## src/rtl/radio_arb_pkg.sv

```systemverilog
package radio_arb_pkg;
  localparam int TS_W   = 32;
  localparam int CLS_W  = 2;
  localparam int PHY_W  = 2;
  localparam int CHAN_W = 6;
  localparam int KEY_W  = 2;
  localparam int EVT_W  = TS_W + CLS_W + 1 + PHY_W + CHAN_W + KEY_W;

  // class rank: larger value outranks smaller on a timestamp tie
  typedef enum logic [CLS_W-1:0] {
    CLS_BLE_ADV    = 2'd0,
    CLS_THR_DATA   = 2'd1,
    CLS_BLE_CONN   = 2'd2,
    CLS_THR_BEACON = 2'd3
  } evt_cls_e;

  typedef struct packed {
    logic [TS_W-1:0]   ts;
    logic [CLS_W-1:0]  cls;
    logic              crit;
    logic [PHY_W-1:0]  phy;
    logic [CHAN_W-1:0] chan;
    logic [KEY_W-1:0]  key;
  } radio_evt_t;
endpackage

```

## src/rtl/evt_fifo.sv

```systemverilog
module evt_fifo
  import radio_arb_pkg::*;
#(
  parameter int DEPTH = 4
) (
  input  logic       clk,
  input  logic       rst_n,
  input  logic       push_valid,
  output logic       push_ready,
  input  radio_evt_t push_data,
  input  logic       pop,
  output logic       head_valid,
  output radio_evt_t head
);
  localparam int AW = (DEPTH > 1) ? $clog2(DEPTH) : 1;
  localparam int CW = $clog2(DEPTH + 1);
  localparam logic [AW-1:0] LAST  = AW'(DEPTH - 1);
  localparam logic [CW-1:0] FULLC = CW'(DEPTH);

  radio_evt_t    mem [DEPTH];
  logic [AW-1:0] wr_ptr, rd_ptr;
  logic [CW-1:0] count;
  logic          do_push, do_pop;

  assign push_ready = (count != FULLC);
  assign head_valid = (count != '0);
  assign head       = mem[rd_ptr];
  assign do_push    = push_valid && push_ready;
  assign do_pop     = pop && head_valid;

  always_ff @(posedge clk) begin
    if (do_push) mem[wr_ptr] <= push_data;
  end

  always_ff @(posedge clk or negedge rst_n) begin
    if (!rst_n) begin
      wr_ptr <= '0;
      rd_ptr <= '0;
      count  <= '0;
    end else begin
      if (do_push) wr_ptr <= (wr_ptr == LAST) ? '0 : wr_ptr + 1'b1;
      if (do_pop)  rd_ptr <= (rd_ptr == LAST) ? '0 : rd_ptr + 1'b1;
      case ({do_push, do_pop})
        2'b10:   count <= count + 1'b1;
        2'b01:   count <= count - 1'b1;
        default: count <= count;
      endcase
    end
  end

  assert_pop_nonempty_R8: assert property (@(posedge clk) disable iff (!rst_n)
    pop |-> head_valid);
  assert_no_overflow_R8: assert property (@(posedge clk) disable iff (!rst_n)
    (!push_ready && !pop) |=> (count == $past(count)));
  assert_count_bound_R8: assert property (@(posedge clk) disable iff (!rst_n)
    count <= FULLC);
endmodule

```

## src/rtl/slot_tick.sv

```systemverilog
module slot_tick
  import radio_arb_pkg::*;
(
  input  logic            clk,
  input  logic            rst_n,
  input  logic            slot,
  output logic [TS_W-1:0] tick
);
  always_ff @(posedge clk or negedge rst_n) begin
    if (!rst_n)    tick <= '0;
    else if (slot) tick <= tick + 1'b1;
  end

  assert_tick_step_R1: assert property (@(posedge clk) disable iff (!rst_n)
    slot |=> (tick == $past(tick) + 1'b1));
  assert_tick_hold_R1: assert property (@(posedge clk) disable iff (!rst_n)
    !slot |=> $stable(tick));
endmodule

```

## src/rtl/arb_pick.sv

```systemverilog
module arb_pick
  import radio_arb_pkg::*;
(
  input  logic             b_vld,
  input  logic [TS_W-1:0]  b_ts,
  input  logic [CLS_W-1:0] b_cls,
  input  logic             b_crit,
  input  logic             t_vld,
  input  logic [TS_W-1:0]  t_ts,
  input  logic [CLS_W-1:0] t_cls,
  input  logic             t_crit,
  input  logic [TS_W-1:0]  now,
  input  logic             rr_ble,
  output logic             go,
  output logic             pick_thr,
  output logic             rr_used
);
  logic b_el, t_el;
  assign b_el = b_vld && (b_ts <= now);
  assign t_el = t_vld && (t_ts <= now);

  always_comb begin
    go       = b_el || t_el;
    pick_thr = 1'b0;
    rr_used  = 1'b0;
    if (b_el && t_el) begin
      if (t_ts < b_ts)            pick_thr = 1'b1;
      else if (b_ts < t_ts)       pick_thr = 1'b0;
      else if (b_crit && t_crit) begin
        pick_thr = !rr_ble;
        rr_used  = 1'b1;
      end
      else if (b_crit != t_crit)  pick_thr = t_crit;
      else                        pick_thr = (t_cls >= b_cls);
    end else begin
      pick_thr = t_el;
    end
  end

  assert_pick_eligible_R2: assert final (!go || (pick_thr ? t_el : b_el));
endmodule

```

## src/rtl/radio_slot_arbiter.sv

```systemverilog
module radio_slot_arbiter
  import radio_arb_pkg::*;
#(
  parameter int QDEPTH = 4
) (
  input  logic             clk,
  input  logic             rst_n,
  input  logic             slot_i,
  input  logic             ble_valid_i,
  output logic             ble_ready_o,
  input  logic [EVT_W-1:0] ble_evt_i,
  input  logic             thr_valid_i,
  output logic             thr_ready_o,
  input  logic [EVT_W-1:0] thr_evt_i,
  output logic [TS_W-1:0]  tick_o,
  output logic             launch_valid_o,
  output logic             launch_thread_o,
  output logic [EVT_W-1:0] launch_evt_o
);
  radio_evt_t b_head, t_head;
  logic       b_hv, t_hv;
  logic       go, pick_thr, rr_used;
  logic       rr_ble_q;
  logic       fire;
  radio_evt_t launch_q;

  assign fire = slot_i && go;

  evt_fifo #(.DEPTH(QDEPTH)) u_ble_q (
    .clk(clk), .rst_n(rst_n),
    .push_valid(ble_valid_i), .push_ready(ble_ready_o),
    .push_data(radio_evt_t'(ble_evt_i)),
    .pop(fire && !pick_thr),
    .head_valid(b_hv), .head(b_head));

  evt_fifo #(.DEPTH(QDEPTH)) u_thr_q (
    .clk(clk), .rst_n(rst_n),
    .push_valid(thr_valid_i), .push_ready(thr_ready_o),
    .push_data(radio_evt_t'(thr_evt_i)),
    .pop(fire && pick_thr),
    .head_valid(t_hv), .head(t_head));

  slot_tick u_tick (.clk(clk), .rst_n(rst_n), .slot(slot_i), .tick(tick_o));

  arb_pick u_pick (
    .b_vld(b_hv), .b_ts(b_head.ts), .b_cls(b_head.cls), .b_crit(b_head.crit),
    .t_vld(t_hv), .t_ts(t_head.ts), .t_cls(t_head.cls), .t_crit(t_head.crit),
    .now(tick_o), .rr_ble(rr_ble_q),
    .go(go), .pick_thr(pick_thr), .rr_used(rr_used));

  always_ff @(posedge clk or negedge rst_n) begin
    if (!rst_n) begin
      rr_ble_q        <= 1'b0;
      launch_valid_o  <= 1'b0;
      launch_thread_o <= 1'b0;
      launch_q        <= '0;
    end else begin
      launch_valid_o <= fire;
      if (fire) begin
        launch_thread_o <= pick_thr;
        launch_q        <= pick_thr ? t_head : b_head;
      end
      if (fire && rr_used) rr_ble_q <= !rr_ble_q;
    end
  end

  assign launch_evt_o = launch_q;

  assert_launch_after_slot_R7: assert property (@(posedge clk) disable iff (!rst_n)
    launch_valid_o |-> $past(slot_i));
  assert_launch_due_R2: assert property (@(posedge clk) disable iff (!rst_n)
    launch_valid_o |-> (launch_q.ts < tick_o));
  assert_rr_hold_R6: assert property (@(posedge clk) disable iff (!rst_n)
    !(fire && rr_used) |=> $stable(rr_ble_q));
  assert_rr_flip_R6: assert property (@(posedge clk) disable iff (!rst_n)
    (fire && rr_used) |=> (rr_ble_q != $past(rr_ble_q)));
endmodule

```

## config.mk

```make
export PLATFORM = sky130hd
export DESIGN_NAME = radio_slot_arbiter
export DESIGN_NICKNAME = d
export VERILOG_FILES = /design/src/rtl/radio_arb_pkg.sv /design/src/rtl/evt_fifo.sv /design/src/rtl/slot_tick.sv /design/src/rtl/arb_pick.sv /design/src/rtl/radio_slot_arbiter.sv
export SDC_FILE = /design/constraint.sdc
export NUM_CORES = 1
export LEC_CHECK = 0
export BUFFER_PORTS_ARGS = -buffer_cell sky130_fd_sc_hd__buf_2
export CELL_PAD_IN_SITES_DETAIL_PLACEMENT = 0
export CELL_PAD_IN_SITES_GLOBAL_PLACEMENT = 1
export CORE_MARGIN = 1.5
export CORE_UTILIZATION = 40
export DETAILED_ROUTE_END_ITERATION = 6
export PLACE_DENSITY_LB_ADDON = 0.2
export RECOVER_POWER = 50
export SLEW_MARGIN = 20
export SYNTH_ARGS = -nofsm -noshare
export SYNTH_HDL_FRONTEND = slang
export SYNTH_HIERARCHICAL = 1
export SYNTH_SLANG_ARGS = --single-unit
export TNS_END_PERCENT = 10
```

## constraint.sdc

```tcl
create_clock -name clk -period 4.6 [get_ports clk]
set_input_delay 0.46 -clock clk [delete_from_list [all_inputs] [get_ports clk]]
set_output_delay 0.46 -clock clk [all_outputs]
set_load 0.01 [all_outputs]
```

---- Word-level counts from Yosys, hierarchy flattened ----
Memory sizes are Yosys's and may differ from the RTL's.
Cells that the tools add are included.
cells by class
  add/sub/neg operators ................... 9
  $lt $le $gt $ge ......................... 5
  equal/unequal tests ..................... 11
  muxes and demuxes ....................... 20
  reduce and logical (&&, ||, !) cells .... 19
operator list
  operator                                          count
  less-or-equal comparator 32 bit                   2
  < comparator 32 bit                               2
  2-to-1 mux 45 bit                                 1
  adder 32 x 1 -> 32 bit, second input constant     1
  2-to-1 mux 1 bit                                  13
  == test 2 bit, second input constant              6
  logical AND 1 bit                                 12
  case mux 3 bit (2 select lines)                   2
  adder 2 x 1 -> 2 bit, second input constant       4
  2-to-1 mux 2 bit                                  4
  adder 3 x 1 -> 3 bit, second input constant       2
  != test 3 bit, second input constant              2
  nonzero test 3 bit                                2
  subtractor 3 x 1 -> 3 bit, second input constant  2
  == test 2 x 1 -> 1 bit, second input constant     2
  nonzero test 2 bit                                2
  >= comparator 2 bit                               1
  zero test 1 bit                                   2
  logical OR 1 bit                                  1
  != test 1 bit                                     1
storage, ports and cells
  flip-flop bits (word level) ............. 94
  RAM bits ................................ 360
  bits of input ports ..................... 95
  output and inout port bits .............. 81
  word-level logic and storage cells ...... 82
  memories ................................ 2
memory list
  name         words  width  read ports  clocked after Yosys merged registers in  wr ports  RTL line        source
  u_ble_q.mem  4      45     1           0                                        1         evt_fifo.sv:20  radio_evt_t mem [DEPTH];
  u_thr_q.mem  4      45     1           0                                        1         evt_fifo.sv:20

---- Logic depth before layout (Yosys ltp) ----
Gate-level depths: netlist of run 1.
An unclocked memory read counts as a cell.
  depth in word-level cells ............... 12
  mapped depth ............................ 22
  mapped depth without buffers ............ 19

---- By module ----
Netlist of run 1, hierarchy kept.
by module, submodules not included
  module              instances  cells an instance  area each (sq um)  seq. area each (sq um)
  evt_fifo            2          275                6934.2             5580.4
  arb_pick            1          332                2454.9             0.0
  radio_slot_arbiter  1          209                2289.7             1201.2
  slot_tick           1          123                1448.9             800.8

---- Least setup slack after synthesis of run 1 ----
OpenSTA, ideal clock, no wires.
  path kind ............................... flip-flop to flip-flop
  from .................................... register u_thr_q.rd_ptr[0]
  to ...................................... register u_thr_q.count[2]
  library setup time ...................... 79 ps
  arrival time ............................ 4305 ps
  data required time ...................... 4521 ps
  path slack .............................. 216 ps
  stages on the path, launching flop included .. 21
  path buffers ............................ 3
  clock period less this slack ............ 4384 ps
  cells stage by stage .................... dfrtp_1 -> buf_4 -> buf_4 -> mux4_2 -> ha_1 -> a21oi_1 -> o21ai_1 -> o2bb2ai_1 -> or4_4 -> a22oi_2 -> a21boi_1 -> buf_6 -> and3_1 -> nand2_1 -> inv_1 -> ha_1 -> inv_1 -> fa_1 -> xor2_1 -> nor2_1 -> xor2_1
RTL lines
  what                      RTL line        source
  start: declaration        evt_fifo.sv:21  logic [AW-1:0] wr_ptr, rd_ptr;
  start signal: assignment  evt_fifo.sv:42  if (do_pop) rd_ptr <= (rd_ptr == LAST) ? '0 : rd_ptr + 1'b1;
  end signal: assignment    evt_fifo.sv:44  2'b10: count <= count + 1'b1;
  end signal: assignment    evt_fifo.sv:45  2'b01: count <= count - 1'b1;
  end signal: assignment    evt_fifo.sv:46  default: count <= count;
  end: declaration          evt_fifo.sv:22  logic [CW-1:0] count;

==> run summary, run 1 <==
R2R depth: 19
minimum clock period: 4.48 ns
setup ws final: 0.118 ns
via/cell ratio: 5.31
Post-route DRC: 0
Final Skew: 0.0313 ns
Max Slew Vio Count: 69
Setup crit start kind: flip-flop
Top Ports: 176
arrival time worst endpoint: 4.99 ns
post-detailed-route count of antenna-violating nets: 0
Avg WL per Cell: 24.0 um
CTS tree: yes
commonest non-fill, non-tap cells in the layout: edfxtp_1 (360), a21oi_1 (125), ha_1 (99)
share of flip-flops with an asynchronous set or reset: 0.207
f_max: 223 MHz
Clk Latency, worst-skew pair: 0.59 ns
FF/Latch Area: 13200 um2
Synth warnings: 6
gr usage total: 0.205
largest net degree at the start of global routing: 69
Pre-antenna DRT Iters: 4
Hold Crit Endpoint: u_ble_q/mem[1][2]$_DFFE_PP_
Die Wd: 227 um
die area: 51500 um2
RSZ-0062 raised after global routing: true
area of the multi-input gates: 6590 um2
post-placement setup slack: -0.185 ns
total negative setup slack: 0 ns
clock sinks: 454
critical path fanouts, max: 7
hold_ws: 0.129 ns
Final Hold Viols: 0
hold wc startpoint: ble_evt_i[2]
CTS H-tree lvls: 2
core region area: 49300 um2
Worst EP required: 5.10 ns
Worst Tran Pin Value: 1.94 ns
placed cell area: 22000 um2
post-synthesis instance total: 1214
Hold Crit Class: in -> reg
row count: 81
initial core utilization: 0.407
Reg clk slew, reported paths: 0.06 ns
Crit. End Element: flip-flop
reg2reg end: u_thr_q/count[2]$_DFFE_PN0P_
#FFs+latches synth: 454
run status: finished with violations
Seq/Total Area, Yosys: 0.656
initial antenna violation count: 6
Rel. slew slack: -0.295
fillers: 4291
crit share post-route: 0.974
GRT Residual Overflow: 0
Syn Area/Cell: 16.5 um2
failing checks: max-capacitance violations, max-slew violations
DR vias: 11600
Static Leak: 8.88 nW
Worst Hold Depth: 1
root buffer cell: clkbuf_16
hpwl dp: 35700 um
first-pass GRT wire length: 76100 um
syn_nets: 1423
Initial DRC Count: 838
ys flop type: edfxtp_1
Final Setup Violations: 0
Mapped Area: 20100 um2
max-cap viol count: 1
CTS max path bufs: 3
CP Class: reg -> reg
share of cells above drive strength 1: 0.268
nets: 1694
placer congestion estimate: 0.829
R2R Setup Slk: 0.12 ns
Worst VDD drop: 364 uV
PortBufs: 175
final wirelength: 52600 um
Num CTS Buffers: 48
most common cell after layout, fill and taps aside: edfxtp_1
EDFF count, synth: 360
Power per Cell Area: 722 nW/um2
Final Cell Area: 24100 um2
Area growth syn-to-layout: 20.3%
Pwr Total: 0.0174 W
worst r2r src: u_thr_q/rd_ptr[0]$_DFFE_PN0P_
vias in the first global route: 12000
post-synth cell types: 60
Die Span Y: 227 um
==> repair_timing <==
action                                  4_1_cts  5_1_grt
buffers inserted                              0       32
endpoints found under the hold margin         0       36
hold buffers                                  0        1
gates cloned                                  0        4
pin swaps                                     0       26
endpoints found under the setup margin        2        3
resized for setup                             2       37
==> synth_stat cells, types with 3 or more instances <==
library cell	number	area (um2)
and4_1	4	35.0
a211oi_1	3	22.5
o21a_1	3	22.5
mux4_2	90	2030
a21boi_2	3	33.8
dfrtp_1	94	2350
nor2b_1	3	18.8
buf_12	3	60.1
and3_2	8	60.1
buf_2	22	110
xnor2_1	22	193
nand4_1	30	188
nor2_1	21	78.8
nand2b_1	3	18.8
inv_1	83	312
buf_1	3	11.3
a21oi_1	126	631
or4_4	3	33.8
mux2i_1	47	470
buf_4	9	67.6
o21ai_0	8	40.0
nand3_1	18	90.1
mux2_4	4	60.1
and3_1	5	31.3
xor2_1	16	140
edfxtp_1	360	10800
ha_1	112	1400
nor3_1	7	35.0
and2_1	3	18.8
nand2_1	40	150
mux2_2	5	56.3
a221oi_1	3	26.3
nor4_1	11	68.8
o211ai_1	5	37.5
==> cell type report <==
cell class              count  area share
well taps                 664      0.0344
diodes                      3    0.000311
clock inverters            25      0.0103
clock buffers              64      0.0560
repair buffers            260      0.0669
inverters                  84      0.0131
multi-input cells         637       0.273
flip-flops and latches    454       0.546
==> metrics by stage <==
| stage | util | std cells |
|---|---|---|
| detailed placement | 0.447 | 2062 |
| CTS | 0.480 | 2151 |
| global route | 0.490 | 2189 |
| finish | 0.490 | 2191 |
| global placement | 0.447 | 2062 |
| floorplan | - | 1214 |
==> metal layers <==
layer / global-route usage / share of wire / vias to the layer above
met3: 0.0412 / 0.054 / 67
met2: 0.329 / 0.47 / 263
met5: 0 / 0.00086 / -
met4: 0.0605 / 0.023 / 6
li1: - / - / 5294
met1: 0.283 / 0.45 / 6006
==> logic make-up (layout without fill, tap and decap cells) <==
| logic type | after synthesis | count (layout) | synth area share |
|---|---|---|---|
| XOR/XNOR | 38 | 38 | 0.0166 |
| buffers and inverters | 123 | 433 | 0.0289 |
| flip-flops | 454 | 454 | 0.656 |
| other | 0 | 3 | 0 |
| adder cells (fa/ha/maj) | 114 | 114 | 0.0718 |
| AO/OA/AOI/OAI | 168 | 168 | 0.0476 |
| AND/OR/NAND/NOR | 171 | 171 | 0.0486 |
| multiplexers | 146 | 146 | 0.130 |
==> where the power goes <==
group,switching [W],internal (W)
clock network,0.00159,0.00229
registers,0.000404,0.00548
logic,0.00434,0.00331
==> sequential cells by signal (all words and copies together), names as in the netlist <==
| signal | flops |
|---|---|
| launch_evt_o | 45 |
| launch_thread_o | 1 |
| launch_valid_o | 1 |
| rr_ble_q | 1 |
| u_ble_q/count | 3 |
| u_ble_q/mem | 180 |
| u_ble_q/rd_ptr | 2 |
| u_ble_q/wr_ptr | 2 |
| u_thr_q/count | 3 |
| u_thr_q/mem | 180 |
| u_thr_q/rd_ptr | 2 |
| u_thr_q/wr_ptr | 2 |
| u_tick/tick | 32 |
==> worst max path at each step <==
stage                                       start                      endpoint  cells past startpoint
floorplan           u_thr_q/rd_ptr[0]$_DFFE_PN0P_  u_thr_q/count[2]$_DFFE_PN0P_                     20
global placement    u_ble_q/rd_ptr[1]$_DFFE_PN0P_  u_thr_q/count[2]$_DFFE_PN0P_                     19
detailed placement  u_ble_q/rd_ptr[1]$_DFFE_PN0P_  u_ble_q/count[2]$_DFFE_PN0P_                     20
CTS                 u_ble_q/rd_ptr[0]$_DFFE_PN0P_  u_ble_q/count[2]$_DFFE_PN0P_                     20
global route        u_ble_q/rd_ptr[0]$_DFFE_PN0P_  u_ble_q/count[2]$_DFFE_PN0P_                     20
finish              u_thr_q/rd_ptr[0]$_DFFE_PN0P_  u_thr_q/count[2]$_DFFE_PN0P_                     19
==> worst max-delay path, stage by stage (launching register included) <==
cell	delay (ns)
dfrtp_4	0.55
buf_6	0.14
clkbuf_16	0.14
mux4_2	0.57
ha_1	0.32
nand4_1	0.21
nor2_1	0.06
o2bb2ai_1	0.14
or4_4	0.53
a22oi_2	0.20
a21boi_4	0.25
and3_4	0.21
nand2_2	0.05
inv_1	0.05
ha_2	0.16
inv_1	0.05
fa_2	0.33
xor2_1	0.15
nor2_1	0.13
xor2_1	0.14
(Power assumes the default switching activity.)
==> run 2: changes to the inputs <==
ABC_AREA = 1   (was not set)
==> run summary, run 2 <==
area of the multi-input gates: 7080 um2
Area growth syn-to-layout: 13.0%
#FFs+latches synth: 454
top-area cell type share of the netlist area: 0.488
Seq/Total Area, Yosys: 0.594
Top Ports: 176
f_max: 239 MHz
run status: finished with violations
Static Leak: 10.7 nW
post-synth cell types: 35
commonest non-fill, non-tap cells in the layout: nand2_1 (759), edfxtp_1 (360), inv_1 (319)
Max Slew Vio Count: 52
total negative setup slack: 0 ns
final wirelength: 57900 um
first-pass GRT wire length: 87300 um
synth top area cells: edfxtp_1 (49%), nand2_1 (13%), dfrtp_1 (11%)
PortBufs: 175
Setup crit start kind: flip-flop
failing checks: max-capacitance violations, max-slew violations
Worst Hold Depth: 1
initial core utilization: 0.404
Die Span Y: 238 um
Clk Latency, worst-skew pair: 0.59 ns
final non-filler cell total: 3087
max-cap viol count: 1
nets: 2551
Syn Area/Cell: 10.3 um2
core region area: 54900 um2
row count: 86
RSZ-0062 raised after global routing: false
Reg clk slew, reported paths: 0.06 ns
Final Skew: 0.0187 ns
hold_ws: 0.123 ns
placed cells: 2988
CP Class: reg -> reg
Die Wd: 238 um
Post-synth top cells: nand2_1 (754), edfxtp_1 (360), inv_1 (319)
Synth warnings: 6
Final Setup Violations: 0
Mapped Area: 22200 um2
FF/Latch Area: 13200 um2
Rel. slew slack: -1.11
arrival time worst endpoint: 4.67 ns
via/cell ratio: 4.89
CTS H-tree lvls: 2
Crit. End Element: flip-flop
Power per Cell Area: 695 nW/um2
Pre-antenna DRT Iters: 5
share of cells above drive strength 1: 0.0839
Post-route DRC: 0
hpwl dp: 41000 um
top-count cell post-synth: nand2_1
CTS tree: yes
minimum clock period: 4.19 ns
DR vias: 15100
R2R depth: 25
Worst VDD drop: 474 uV
Hold Crit Class: in -> reg
share of flip-flops with an asynchronous set or reset: 0.207
syn_nets: 2362
GRT Residual Overflow: 0
leading area contributor after synthesis: edfxtp_1
clock sinks: 454
placer congestion estimate: 0.835
largest net degree at the start of global routing: 79
Initial DRC Count: 904
Worst EP required: 5.09 ns
post-detailed-route count of antenna-violating nets: 0
root buffer cell: clkbuf_16
die area: 56800 um2
Worst Tran Pin Value: 3.17 ns
most common cell after layout, fill and taps aside: nand2_1
ys flop type: edfxtp_1
CTS max path bufs: 3
Final Hold Viols: 0
initial antenna violation count: 0
R2R Setup Slk: 0.41 ns
critical path fanouts, max: 14
EDFF count, synth: 360
Antenna diodes: 0
Avg WL per Cell: 18.8 um
post-synthesis instance total: 2153
crit share post-route: 0.910
vias in the first global route: 14600
gr usage total: 0.206
fillers: 5187
Num CTS Buffers: 51
-- run 2: cell types whose count changed after synthesis, sizes merged, moves of 26 or more --
cell | before | now
nor2 | 21 | 86
nand3 | 18 | 44
mux4 | 90 | 0
o211ai | 5 | 180
nand2 | 40 | 761
inv | 84 | 324
buf | 38 | 73
mux2i | 47 | 0
a21oi | 127 | 46
-- run 2: worst paths after layout --
| kind | startpoint | endpoint |
|---|---|---|
| min in group asynchronous | rst_n | launch_evt_o[23]$_DFFE_PN0P_ |
| hold / removal | thr_evt_i[33] | u_thr_q/mem[2][33]$_DFFE_PP_ |
| setup reg to reg | u_ble_q/rd_ptr[0]$_DFFE_PN0P_ | u_thr_q/count[2]$_DFFE_PN0P_ |
| setup / recovery | u_ble_q/rd_ptr[0]$_DFFE_PN0P_ | u_thr_q/count[2]$_DFFE_PN0P_ |
| hold reg to reg | u_thr_q/count[0]$_DFFE_PN0P_ | u_thr_q/count[0]$_DFFE_PN0P_ |
| max in group asynchronous | rst_n | u_ble_q/rd_ptr[0]$_DFFE_PN0P_ |
-- run 2: per-stage QoR --
step           setup WS [ns]   util  cell area, um2  total power (W)
6_report               0.414  0.456           25000           0.0174
3_3_place_gp           0.262  0.429           23600           0.0136
3_5_place_dp           0.218  0.429           23600           0.0137
5_1_grt               0.0141  0.456           25000           0.0188
4_1_cts                0.206  0.458           25200           0.0176
2_1_floorplan           1.01      -           22200           0.0114
-- run 2: critical path, stage by stage (launching register included) --
cell and delay, ns:
dfrtp_4 0.59, clkbuf_8 0.22, o211ai_1 0.19, nand2_1 0.19, ha_1 0.37, nand2_1 0.07, nor2_2 0.16, nand4_1 0.16
nor3b_2 0.27, nand2_1 0.12, nand2_1 0.07, nand2_1 0.05, nand3_1 0.07, nand2_1 0.06, inv_1 0.12, inv_2 0.05
nor2_1 0.21, nand2_1 0.12, inv_1 0.07, ha_1 0.15, inv_1 0.07, fa_1 0.39, nand2_1 0.11, nand3_1 0.08
nand2_1 0.06, nand2_1 0.04
-- run 2: what timing repair did --
| action | 4_1_cts | 5_1_grt |
|---|---|---|
| endpoints found under the setup margin | 0 | 3 |
| hold buffers | 1 | 0 |
| hold endpoints to repair | 49 | 0 |
| gates resized for setup | 0 | 7 |
| setup buffers | 0 | 4 |
-- run 2: kinds of logic after synthesis --
kind of cell             count (synthesis)  synth area share
adder cells (fa/ha/maj)                114            0.0651
XOR/XNOR                                19           0.00751
AO/OA/AOI/OAI                          249            0.0813
flip-flops                             454             0.594
AND/OR/NAND/NOR                        916             0.165
buffers and inverters                  401            0.0873
-- run 2: final cells by class --
class,instances,share of cell area
sequential,454,0.526
multi-input combinational,1298,0.283
clock buffer,72,0.0570
inverter,324,0.0487
timing repair buffer,213,0.0441
tap,704,0.0352
clock inverter,22,0.00625
-- run 2: per-layer routing --
layer / vias to the layer above / part of all wire / GRT usage
met5: - / 0 / 0
met4: 0 / 0.027 / 0.0702
met3: 76 / 0.050 / 0.0354
met2: 307 / 0.49 / 0.355
met1: 7229 / 0.43 / 0.261
li1: 7489 / - / -
-- run 2: where the power goes --
group          switching (W)  internal, W
combinational        0.00527      0.00243
sequential          0.000395      0.00544
clock                0.00160      0.00226
